--- src/rtl/serial_cfg_loader_pkg.sv ---
package serial_cfg_loader_pkg;

    typedef enum logic [2:0] {
        LD_IDLE  = 3'd0,
        LD_PROG  = 3'd1,
        LD_WINIT = 3'd2,
        LD_FETCH = 3'd3,
        LD_SHIFT = 3'd4,
        LD_TAIL  = 3'd5,
        LD_FIN   = 3'd6
    } ld_state_e;

endpackage

--- src/rtl/cfg_sync.sv ---
// Two-stage synchroniser for asynchronous inputs from the target device.
module cfg_sync #(
    parameter int           W       = 1,
    parameter logic [W-1:0] RST_VAL = '0
) (
    input  logic         clk,
    input  logic         rst_n,
    input  logic [W-1:0] din,
    output logic [W-1:0] dout
);

    typedef struct packed {
        logic [W-1:0] s1;
        logic [W-1:0] s2;
    } sync_t;

    sync_t q, d;

    always_comb begin
        d.s1 = din;
        d.s2 = q.s1;
    end

    always_ff @(posedge clk or negedge rst_n) begin
        if (!rst_n) q <= '{s1: RST_VAL, s2: RST_VAL};
        else        q <= d;
    end

    assign dout = q.s2;

endmodule

--- src/rtl/cfg_tick.sv ---
// Emits one tick every HALF cycles while enabled; restarts from zero when disabled.
module cfg_tick #(
    parameter int HALF = 12
) (
    input  logic clk,
    input  logic rst_n,
    input  logic en,
    output logic tick
);

    localparam int CW = (HALF < 2) ? 1 : $clog2(HALF);

    logic [CW-1:0] cnt_q, cnt_d;

    always_comb begin
        tick = en && (cnt_q == CW'(HALF - 1));
        if (!en || tick) cnt_d = '0;
        else             cnt_d = cnt_q + 1'b1;
    end

    always_ff @(posedge clk or negedge rst_n) begin
        if (!rst_n) cnt_q <= '0;
        else        cnt_q <= cnt_d;
    end

endmodule

--- src/rtl/serial_cfg_loader.sv ---
module serial_cfg_loader
    import serial_cfg_loader_pkg::*;
#(
    parameter int WORDS        = 6,
    parameter int WORD_W       = 32,
    parameter int ADDR_W       = 8,
    parameter int DIV_HALF     = 12,
    parameter int ROM_LAT      = 2,
    parameter int PROG_HOLD    = 20,
    parameter int INIT_TIMEOUT = 4000,
    parameter int DONE_TIMEOUT = 4000,
    parameter int TAIL_CLKS    = 4
) (
    input  logic              clk,
    input  logic              rst_n,
    input  logic              start,
    input  logic              cfg_init_n,
    input  logic              cfg_done,
    input  logic [WORD_W-1:0] rom_data,
    output logic              cfg_prog_n,
    output logic              cfg_clk,
    output logic              cfg_dout,
    output logic [ADDR_W-1:0] rom_addr,
    output logic              rom_rd_n,
    output logic              rom_own,
    output logic              busy,
    output logic              load_done,
    output logic              err
);

    localparam int BIT_W   = $clog2(WORD_W);
    localparam int TMR_A   = (INIT_TIMEOUT > DONE_TIMEOUT) ? INIT_TIMEOUT : DONE_TIMEOUT;
    localparam int TMR_B   = (PROG_HOLD > ROM_LAT + 1) ? PROG_HOLD : ROM_LAT + 1;
    localparam int TMR_MAX = (TMR_A > TMR_B) ? TMR_A : TMR_B;
    localparam int TMR_W   = $clog2(TMR_MAX + 1);
    localparam int TAIL_W  = $clog2(TAIL_CLKS + 2);

    typedef struct packed {
        ld_state_e         st;
        logic              prog_n;
        logic              cclk;
        logic              dout;
        logic              rd_n;
        logic              own;
        logic              fin;
        logic              err;
        logic [ADDR_W-1:0] addr;
        logic [WORD_W-2:0] sr;     // bits still to be sent after the current one
        logic [BIT_W-1:0]  bidx;
        logic [TMR_W-1:0]  tmr;
        logic [TAIL_W-1:0] tail;
    } ld_regs_t;

    localparam ld_regs_t RST = '{
        st: LD_IDLE, prog_n: 1'b1, cclk: 1'b0, dout: 1'b1, rd_n: 1'b1,
        own: 1'b0, fin: 1'b0, err: 1'b0, addr: '0, sr: '0, bidx: '0,
        tmr: '0, tail: '0
    };

    // Begin (or restart) a load: assert program, take the bus, clear counters.
    function automatic ld_regs_t begin_load(ld_regs_t r, logic set_err);
        ld_regs_t n;
        n        = r;
        n.st     = LD_PROG;
        n.prog_n = 1'b0;
        n.cclk   = 1'b0;
        n.dout   = 1'b1;
        n.rd_n   = 1'b0;
        n.own    = 1'b1;
        n.fin    = 1'b0;
        n.err    = set_err;
        n.addr   = '0;
        n.bidx   = '0;
        n.tmr    = '0;
        n.tail   = '0;
        return n;
    endfunction

    ld_regs_t q, d;
    logic     init_s, done_s;
    logic     tick_en, tick;

    cfg_sync #(.W(2), .RST_VAL(2'b00)) u_sync (
        .clk  (clk),
        .rst_n(rst_n),
        .din  ({cfg_done, cfg_init_n}),
        .dout ({done_s, init_s})
    );

    assign tick_en = (q.st == LD_SHIFT) || (q.st == LD_TAIL);

    cfg_tick #(.HALF(DIV_HALF)) u_tick (
        .clk  (clk),
        .rst_n(rst_n),
        .en   (tick_en),
        .tick (tick)
    );

    always_comb begin
        d = q;
        unique case (q.st)
            LD_IDLE, LD_FIN: begin
                if (start) d = begin_load(q, 1'b0);
            end

            LD_PROG: begin
                if (q.tmr == TMR_W'(PROG_HOLD - 1)) begin
                    d.prog_n = 1'b1;
                    d.st     = LD_WINIT;
                    d.tmr    = '0;
                end else begin
                    d.tmr = q.tmr + 1'b1;
                end
            end

            LD_WINIT: begin
                if (init_s) begin
                    d.st  = LD_FETCH;
                    d.tmr = '0;
                end else if (q.tmr == TMR_W'(INIT_TIMEOUT - 1)) begin
                    d = begin_load(q, 1'b1);
                end else begin
                    d.tmr = q.tmr + 1'b1;
                end
            end

            LD_FETCH: begin
                if (q.tmr == TMR_W'(ROM_LAT)) begin
                    d.sr   = rom_data[WORD_W-2:0];
                    d.dout = rom_data[WORD_W-1];
                    d.bidx = '0;
                    d.st   = LD_SHIFT;
                    d.tmr  = '0;
                end else begin
                    d.tmr = q.tmr + 1'b1;
                end
            end

            LD_SHIFT: begin
                if (tick) begin
                    d.cclk = ~q.cclk;
                    if (q.cclk) begin
                        // falling edge: move to the next bit
                        if (q.bidx == BIT_W'(WORD_W - 1)) begin
                            if (q.addr == ADDR_W'(WORDS - 1)) begin
                                d.st   = LD_TAIL;
                                d.dout = 1'b1;
                                d.tmr  = '0;
                                d.tail = '0;
                            end else begin
                                d.addr = q.addr + 1'b1;
                                d.st   = LD_FETCH;
                                d.tmr  = '0;
                            end
                        end else begin
                            d.dout = q.sr[WORD_W-2];
                            d.sr   = {q.sr[WORD_W-3:0], 1'b0};
                            d.bidx = q.bidx + 1'b1;
                        end
                    end
                end
            end

            LD_TAIL: begin
                if (tick) begin
                    d.cclk = ~q.cclk;
                    if (!q.cclk && done_s && (q.tail < TAIL_W'(TAIL_CLKS)))
                        d.tail = q.tail + 1'b1;
                    if (q.cclk && (q.tail >= TAIL_W'(TAIL_CLKS))) begin
                        d.st   = LD_FIN;
                        d.own  = 1'b0;
                        d.rd_n = 1'b1;
                        d.fin  = 1'b1;
                        d.err  = 1'b0;
                        d.addr = '0;
                    end
                end
                if (!done_s) begin
                    if (q.tmr == TMR_W'(DONE_TIMEOUT - 1)) d = begin_load(q, 1'b1);
                    else                                   d.tmr = q.tmr + 1'b1;
                end
            end

            default: d = RST;
        endcase
    end

    always_ff @(posedge clk or negedge rst_n) begin
        if (!rst_n) q <= RST;
        else        q <= d;
    end

    assign cfg_prog_n = q.prog_n;
    assign cfg_clk    = q.cclk;
    assign cfg_dout   = q.dout;
    assign rom_addr   = q.addr;
    assign rom_rd_n   = q.rd_n;
    assign rom_own    = q.own;
    assign load_done  = q.fin;
    assign err        = q.err;
    assign busy       = (q.st != LD_IDLE) && (q.st != LD_FIN);

endmodule

--- config.mk ---
export PLATFORM = sky130hd
export DESIGN_NAME = serial_cfg_loader
export DESIGN_NICKNAME = d
export VERILOG_FILES = /design/src/rtl/serial_cfg_loader_pkg.sv /design/src/rtl/cfg_sync.sv /design/src/rtl/cfg_tick.sv /design/src/rtl/serial_cfg_loader.sv
export SDC_FILE = /design/constraint.sdc
export NUM_CORES = 1
export LEC_CHECK = 0
export BUFFER_PORTS_ARGS = -buffer_cell sky130_fd_sc_hd__buf_2
export CORE_MARGIN = 10
export CORE_UTILIZATION = 50
export CTS_BUF_LIST = sky130_fd_sc_hd__clkbuf_4
export DETAILED_ROUTE_END_ITERATION = 8
export PLACE_DENSITY = 0.7
export SETUP_SLACK_MARGIN = 0.3
export SLEW_MARGIN = 20
export SYNTH_ARGS = -nofsm -noshare
export SYNTH_HDL_FRONTEND = slang
export SYNTH_SLANG_ARGS = --single-unit
--- constraint.sdc ---
create_clock -name clk -period 2.46 [get_ports clk]
set_clock_uncertainty 0.05 [all_clocks]
set_input_delay 0.123 -clock clk [delete_from_list [all_inputs] [get_ports clk]]
set_output_delay 0.123 -clock clk [all_outputs]
set_load 0.05 [all_outputs]
==> results.json, run 1 <==
{
  "finalHoldViolations": 0,
  "synth.cells.most_frequent": "sky130_fd_sc_hd__dfrtp_1, sky130_fd_sc_hd__nand3_1, sky130_fd_sc_hd__o21ai_0, sky130_fd_sc_hd__a22oi_1, sky130_fd_sc_hd__nand2_1",
  "slew_violations": 0,
  "timing_worst_slew_pin_value_ps": 752.9,
  "synth_largest_area_cell": "sky130_fd_sc_hd__dfrtp_1",
  "route.detailed.wl_per_inst_um": 17.65,
  "cp-startpoint": "q[8]$_DFFE_PN0P_",
  "synthCells": 445,
  "grt_pass1_wl_um": 18830,
  "worst_r2r_startpoint": "q[8]$_DFFE_PN0P_",
  "placement_rows": 33,
  "synth_async_sr_flop_share": 1.000,
  "placed_cells_incl_taps": 591,
  "period_share": 0.9241,
  "antenna_left": 0,
  "setup.worst_path.end_class": "flop",
  "synth.ff_latch_count": 77,
  "result_of_the_run": "finished clean",
  "timing.setup.critical_path_class": "flop to flop",
  "route.detailed.vias_per_inst": 6.052,
  "worst_hold_slack_ps": 63.65,
  "first_global_vias": 3992,
  "cts_tree": "done",
  "design_power_total_mw": 5.636,
  "yosysWarningCount": 0,
  "finalSetupTns_ps": 0,
  "floorplan.die_area_um2": 12520,
  "place_area_um2": 4674,
  "power.density_cell_area_nw_per_um2": 984.8,
  "grt_setup_unrepaired": "true",
  "drt_drc_violations_left": 0,
  "critPathRequiredTime_ps": 2730,
  "stdcell_count": 674,
  "post_synth_main_area_contributors": "sky130_fd_sc_hd__dfrtp_1, sky130_fd_sc_hd__a22oi_1, sky130_fd_sc_hd__nand3_1",
  "number_of_enable_flip_flop_cells_after_synthesis": 0,
  "worst_r2r_path_depth": 5,
  "clock_tree.htree_level_count": 3,
  "initial_core_util": 0.5139,
  "layout_cell_share_with_drive_strength_beyond_1": 0.3374,
  "grt.total_usage": 0.1754,
  "reg_clk_slew_reported_paths_ps": 120,
  "hold_path_class": "input port to flop",
  "grt_max_degree": 45,
  "clock_buffer_count_from_cts": 9,
  "global_placement_routability_congestion": 0.8686,
  "antenna_found_initial": 0,
  "die_y_um": 111.9,
  "min_path_cells": 3,
  "synthesis.nets": 490,
  "yosys.cell_count.top_type": "sky130_fd_sc_hd__dfrtp_1",
  "worst-endpoint-arrival_ps": 2540,
  "ioPinCount": 53,
  "num-nets-final": 611,
  "worst_hold_startpoint": "rom_data[31]",
  "synth_top_flop_cell": "sky130_fd_sc_hd__dfrtp_1",
  "num_vias": 4079,
  "portBuffers": 52,
  "first_iter_violations": 255,
  "static_leak_nw": 2.500,
  "max_slew_margin": 0.4928,
  "vdd.ir_drop.worst_v": 0.0004333,
  "yosys.cell_types.count": 71,
  "max_cap_viol_count": 0,
  "clock_path_buffers": 2,
  "clkLatencyLatePin_ps": 410,
  "die-width_um": 111.9,
  "crit_fanout": 6,
  "critical_path.startpoint_type": "flop",
  "cts_root_buf": "sky130_fd_sc_hd__clkbuf_4",
  "drt_pass1_iterations": 6,
  "n_antenna_cell": 0,
  "finish.instance_area_um2": 5723,
  "synth_largest_type_area_fraction": 0.4385,
  "dpl.hpwl_um": 7318,
  "global_route.overflow_total": 0,
  "cts_num_sinks": 77,
  "syn2layout_area_growth_pct": 35.53,
  "period_needed_ps": 2273,
  "fp.coreArea_um2": 8217,
  "filler_cell_count": 596,
  "totalWireLength_um": 11900,
  "synth_area_per_cell_um2": 9.489,
  "maxClockFrequency_mhz": 439.9,
  "final-setup-viol-count": 0,
  "ys_seq_area_frac": 0.4572,
  "post_synth_instance_area_um2": 4223
}
## kinds of logic (layout without fill, tap and decap cells)
| kind of cell | Yosys count | count (layout) | share of synthesized area |
|---|---|---|---|
| flip-flops | 77 | 77 | 0.4572 |
| buffers and inverters | 53 | 177 | 0.05926 |
| AND/OR/NAND/NOR | 155 | 155 | 0.2039 |
| XOR/XNOR | 3 | 3 | 0.006223 |
| adder cells (fa/ha/maj) | 8 | 8 | 0.02370 |
| AO/OA/AOI/OAI | 141 | 141 | 0.2305 |
| multiplexers | 8 | 8 | 0.01926 |
## worst max-delay path, stage by stage, from the launching register on
cell,delay [ps]
sky130_fd_sc_hd__dfrtp_1,430
sky130_fd_sc_hd__or3b_4,440
sky130_fd_sc_hd__nor4_4,280
sky130_fd_sc_hd__o211ai_1,220
sky130_fd_sc_hd__or3_4,500
sky130_fd_sc_hd__a31o_4,260
## layer usage
layer  global-route usage  part of all wire
met5                    0                 0
met3              0.03435             0.065
met1               0.2233              0.42
met2               0.2863              0.49
met4              0.06769             0.023
## metrics by stage
step	util	setup slack (ps)
after detailed placement	0.5689	111.0
final	0.6965	186.7
after global placement	0.5689	125.0
after floorplan	-	278.7
after global routing	0.6965	134.1
after CTS	0.6606	218.2
## repair_timing
| action | in CTS | in global routing |
|---|---|---|
| setup buffers | 16 | 18 |
| hold buffers | 34 | 0 |
| gates resized for setup | 46 | 36 |
| endpoints found under the hold margin | 66 | 0 |
| cloned | 0 | 1 |
| pin swaps | 17 | 21 |
| endpoints found under the setup margin | 61 | 64 |
## worst paths after layout
path / endpoint / slack, ps
setup reg to reg: rom_addr[4]$_DFFE_PN0P_ / 190
hold / removal: cfg_dout$_DFFE_PN1P_ / 60
setup / recovery: rom_addr[4]$_DFFE_PN0P_ / 190
max in group asynchronous: cfg_prog_n$_DFFE_PN1P_ / 1580
min in group asynchronous: rom_own$_DFFE_PN0P_ / 140
hold reg to reg: u_sync.dout[1]$_DFF_PN0_ / 310
## placed cells by master (no fill, tap or decap), types with 4 or more instances in the layout
| cell | n |
|---|---|
| sky130_fd_sc_hd__a21oi_1 | 10 |
| sky130_fd_sc_hd__a22oi_1 | 30 |
| sky130_fd_sc_hd__a31oi_1 | 6 |
| sky130_fd_sc_hd__and3_1 | 6 |
| sky130_fd_sc_hd__buf_2 | 52 |
| sky130_fd_sc_hd__buf_4 | 52 |
| sky130_fd_sc_hd__buf_6 | 5 |
| sky130_fd_sc_hd__clkbuf_4 | 9 |
| sky130_fd_sc_hd__dfrtp_1 | 68 |
| sky130_fd_sc_hd__dfrtp_2 | 6 |
| sky130_fd_sc_hd__dlygate4sd3_1 | 34 |
| sky130_fd_sc_hd__ha_1 | 4 |
| sky130_fd_sc_hd__inv_1 | 15 |
| sky130_fd_sc_hd__mux2i_1 | 7 |
| sky130_fd_sc_hd__nand2_1 | 25 |
| sky130_fd_sc_hd__nand2b_1 | 6 |
| sky130_fd_sc_hd__nand3_1 | 44 |
| sky130_fd_sc_hd__nand3b_1 | 5 |
| sky130_fd_sc_hd__nor2_1 | 20 |
| sky130_fd_sc_hd__nor4_4 | 4 |
| sky130_fd_sc_hd__o21ai_0 | 24 |
| sky130_fd_sc_hd__o21ai_1 | 19 |
| sky130_fd_sc_hd__o31ai_1 | 5 |
| sky130_fd_sc_hd__or4_4 | 4 |
## flip-flops by register name, summed over array words and instances (netlist names)
| name | count |
|---|---|
| load_done | 1 |
| rom_addr | 8 |
| rom_own | 1 |
| err | 1 |
| cfg_clk | 1 |
| u_tick.cnt_q | 4 |
| cfg_dout | 1 |
| u_sync.d | 2 |
| rom_rd_n | 1 |
| u_sync.dout | 2 |
| cfg_prog_n | 1 |
| q | 54 |
## cell type report
| cell class | instances | area [µm²] | share of cell area |
|---|---|---|---|
| tap | 105 | 131.4 | 0.02296 |
| multi-input combinational | 315 | 2342 | 0.4093 |
| sequential | 77 | 1938 | 0.3387 |
| timing repair buffer | 148 | 1135 | 0.1983 |
| inverter | 15 | 56.30 | 0.009838 |
| clock buffer | 9 | 67.56 | 0.01181 |
| clock inverter | 5 | 52.55 | 0.009182 |
## report_power, final
part | total, mW | internal [mW] | leakage, nW | switching, mW
Combinational | 3.06 | 1.35 | 1.43 | 1.70
Sequential | 1.85 | 1.60 | 1.00 | 0.242
Clock | 0.733 | 0.297 | 0.0695 | 0.436
Note: power is estimated with default switching activity, not from simulation.
==> run 2, diff against run 1 <==
Settings changed: ABC_AREA from default to 1, SLEW_MARGIN 20 to default.
==> results.json, run 2 <==
{
  "synthCells": 656,
  "worst-endpoint-arrival_ps": 2260,
  "route.detailed.vias_per_inst": 5.218,
  "layout_cell_share_with_drive_strength_beyond_1": 0.1592,
  "global_route.overflow_total": 0,
  "yosysWarningCount": 0,
  "number_of_enable_flip_flop_cells_after_synthesis": 0,
  "totalWireLength_um": 11800,
  "ys_seq_area_frac": 0.4029,
  "finalSetupTns_ps": 0,
  "num_vias": 4508,
  "first_global_vias": 4421,
  "grt_setup_unrepaired": "false",
  "initial_core_util": 0.5162,
  "grt_max_degree": 78,
  "placement_rows": 35,
  "result_of_the_run": "finished clean",
  "global_placement_routability_congestion": 0.8980,
  "synth_area_per_cell_um2": 7.305,
  "internal-power_mw": 2.730,
  "syn2layout_area_growth_pct": 16.68,
  "max_cap_viol_count": 0,
  "cts_root_buf": "sky130_fd_sc_hd__clkbuf_4",
  "cp_slowest_stage_delay_ps": 430,
  "worst_path_dominant_cell_family": "simple AND/OR/NAND/NOR gates",
  "first_iter_violations": 294,
  "post_synth_main_area_contributors": "sky130_fd_sc_hd__dfrtp_1, sky130_fd_sc_hd__nand2_1, sky130_fd_sc_hd__nand3_1",
  "cts_tree": "done",
  "clock_tree.htree_level_count": 3,
  "max_ffs_per_register": 54,
  "reg_clk_slew_reported_paths_ps": 130,
  "power_frac_seq": 0.364,
  "die_y_um": 117.9,
  "drt_pass1_iterations": 5,
  "switching_share": 0.4778,
  "critPathRequiredTime_ps": 2720,
  "vdd.ir_drop.worst_v": 0.0005509,
  "regToRegSetupSlack_ps": 460,
  "period_share": 0.8118,
  "num-nets-final": 775,
  "static_leak_nw": 2.931,
  "grt_pass1_wl_um": 20970,
  "ioPinCount": 53,
  "power.density_cell_area_nw_per_um2": 935.1,
  "clkLatencyLatePin_ps": 420,
  "route.detailed.wl_per_inst_um": 13.65,
  "synth_async_sr_flop_share": 1.000,
  "post_synth_instance_area_um2": 4792,
  "antenna_left": 0,
  "crit_fanout": 6,
  "period_needed_ps": 1997,
  "synth.ff_latch_count": 77,
  "portBuffers": 52,
  "postLayoutSetupSlackWorst_ps": 463.0,
  "design_power_total_mw": 5.229,
  "yosys.cell_count.top_type": "sky130_fd_sc_hd__nand2_1",
  "synth_top_flop_cell": "sky130_fd_sc_hd__dfrtp_1",
  "synth.cells.most_frequent": "sky130_fd_sc_hd__nand2_1, sky130_fd_sc_hd__dfrtp_1, sky130_fd_sc_hd__inv_1, sky130_fd_sc_hd__nor2_1, sky130_fd_sc_hd__nand3_1",
  "crit_path_cell_trace": "ha_1, nand3_4, nor2_4, nand3_1, nand2_2, inv_1, nor2_4, nand2_2, nand2_1, nand2_1",
  "antenna_found_initial": 0,
  "most_common_cell_after_layout_fill_and_taps_aside": "sky130_fd_sc_hd__nand2_1",
  "synthesis.nets": 701,
  "final-setup-viol-count": 0,
  "clock_path_buffers": 2,
  "clock_buffer_count_from_cts": 9,
  "fp.coreArea_um2": 9284,
  "yosys.cell_types.count": 35,
  "die-width_um": 117.9,
  "top_register": "q",
  "power_frac_comb": 0.489,
  "final_cell_mix": "sky130_fd_sc_hd__nand2_1, sky130_fd_sc_hd__dfrtp_1, sky130_fd_sc_hd__inv_1",
  "timing.setup.critical_path_class": "flop to flop",
  "netSwitchingPower_mw": 2.498,
  "finalHoldViolations": 0,
  "worst_setup_slack_post_dpl_ps": 332.5,
  "crit_buf_inv": 1,
  "n_antenna_cell": 0,
  "timing_worst_slew_pin_value_ps": 961.7,
  "hold_path_class": "input port to flop",
  "slew_violations": 0,
  "drt_drc_violations_left": 0,
  "max_slew_margin": 0.3588,
  "setup.worst_path.end_class": "flop",
  "grt.total_usage": 0.1738,
  "dpl.hpwl_um": 8056,
  "synth_largest_type_area_fraction": 0.3864,
  "power_frac_clock": 0.147,
  "crit_slowest_cell": "sky130_fd_sc_hd__dfrtp_1",
  "cts_num_sinks": 77,
  "critical_path.startpoint_type": "flop",
  "floorplan.die_area_um2": 13900,
  "synth_largest_area_cell": "sky130_fd_sc_hd__dfrtp_1",
  "maxClockFrequency_mhz": 500.7
}
## run 2: cell types whose count changed after synthesis, moves of 9 or more
cell / previous run / this run
sky130_fd_sc_hd__nand2_2: 0 / 9
sky130_fd_sc_hd__clkbuf_1: 21 / 6
sky130_fd_sc_hd__nand2_1: 25 / 225
sky130_fd_sc_hd__inv_1: 15 / 58
sky130_fd_sc_hd__a22o_1: 1 / 29
sky130_fd_sc_hd__nand3_1: 44 / 56
sky130_fd_sc_hd__nor2_1: 23 / 57
sky130_fd_sc_hd__a22oi_1: 30 / 0
sky130_fd_sc_hd__o211ai_1: 3 / 12
## run 2: layer usage
metal	global-route usage	wire length (µm)
met1	0.2287	5441
met2	0.2787	5456
met4	0.04096	137
met3	0.04412	761
met5	0	0
## run 2: worst paths after layout
kind / start / endpoint / cells after the start
max: q[4]$_DFFE_PN0P_ / q[15]$_DFFE_PN0P_ / 10
min: rom_data[31] / cfg_dout$_DFFE_PN1P_ / 5
max reg2reg: q[4]$_DFFE_PN0P_ / q[15]$_DFFE_PN0P_ / 10
min reg2reg: u_sync.d[1]$_DFF_PN0_ / u_sync.dout[1]$_DFF_PN0_ / 0
max in group asynchronous: rst_n / q[2]$_DFFE_PN0P_ / 2
min in group asynchronous: rst_n / q[5]$_DFFE_PN0P_ / 2
## run 2: power by group through the flow
stage               registers [mW]  clock network (mW)  logic [mW]
finish                        1.90               0.771        2.55
global route                  1.95               0.852        2.89
CTS                           1.90               0.795        2.46
detailed placement            1.91                   0        2.42
global placement              1.90                   0        2.38
floorplan                     1.98                   0        1.85
## run 2: repair_timing
action,4_1_cts,5_1_grt
endpoints found under the setup margin,0,44
gates resized for setup,0,13
hold endpoints to repair,107,0
hold buffers,34,0
buffers inserted,0,1
## run 2: stage by stage
step	instances	utilization	cell area (µm²)	hold slack (ps)
after floorplan	656	-	4792	-222.6
after global placement	813	0.5454	5064	183.1
after detailed placement	813	0.5454	5064	186.0
after CTS	863	0.5965	5538	87.83
after global routing	864	0.6023	5592	115.8
final	864	0.6023	5592	102.6
## run 2: worst register-to-register path, stage by stage (launching register included)
cell and delay (ps):
sky130_fd_sc_hd__dfrtp_1 430, sky130_fd_sc_hd__ha_1 270, sky130_fd_sc_hd__nand3_4 130, sky130_fd_sc_hd__nor2_4 160, sky130_fd_sc_hd__nand3_1 140, sky130_fd_sc_hd__nand2_2 140, sky130_fd_sc_hd__inv_1 110, sky130_fd_sc_hd__nor2_4 200
sky130_fd_sc_hd__nand2_2 120, sky130_fd_sc_hd__nand2_1 70, sky130_fd_sc_hd__nand2_1 50
## run 2: cells by family (layout without fill, tap and decap cells)
kind of cell | Yosys count | count (layout) | share of synthesized area
compound gates | 86 | 86 | 0.1211
xor+xnor | 6 | 6 | 0.01097
fa+ha+maj | 8 | 8 | 0.02089
buf+inv | 95 | 174 | 0.09138
flops | 77 | 77 | 0.4029
simple gates | 384 | 384 | 0.3527
## run 2: layout make-up
cell class | count | area, µm²
tap | 129 | 161.4
multi-input combinational | 484 | 2452
timing repair buffer | 92 | 655.6
clock buffer | 11 | 82.58
fill | 849 | 3692
clock inverter | 5 | 51.30
sequential | 77 | 1931
inverter | 66 | 257.7
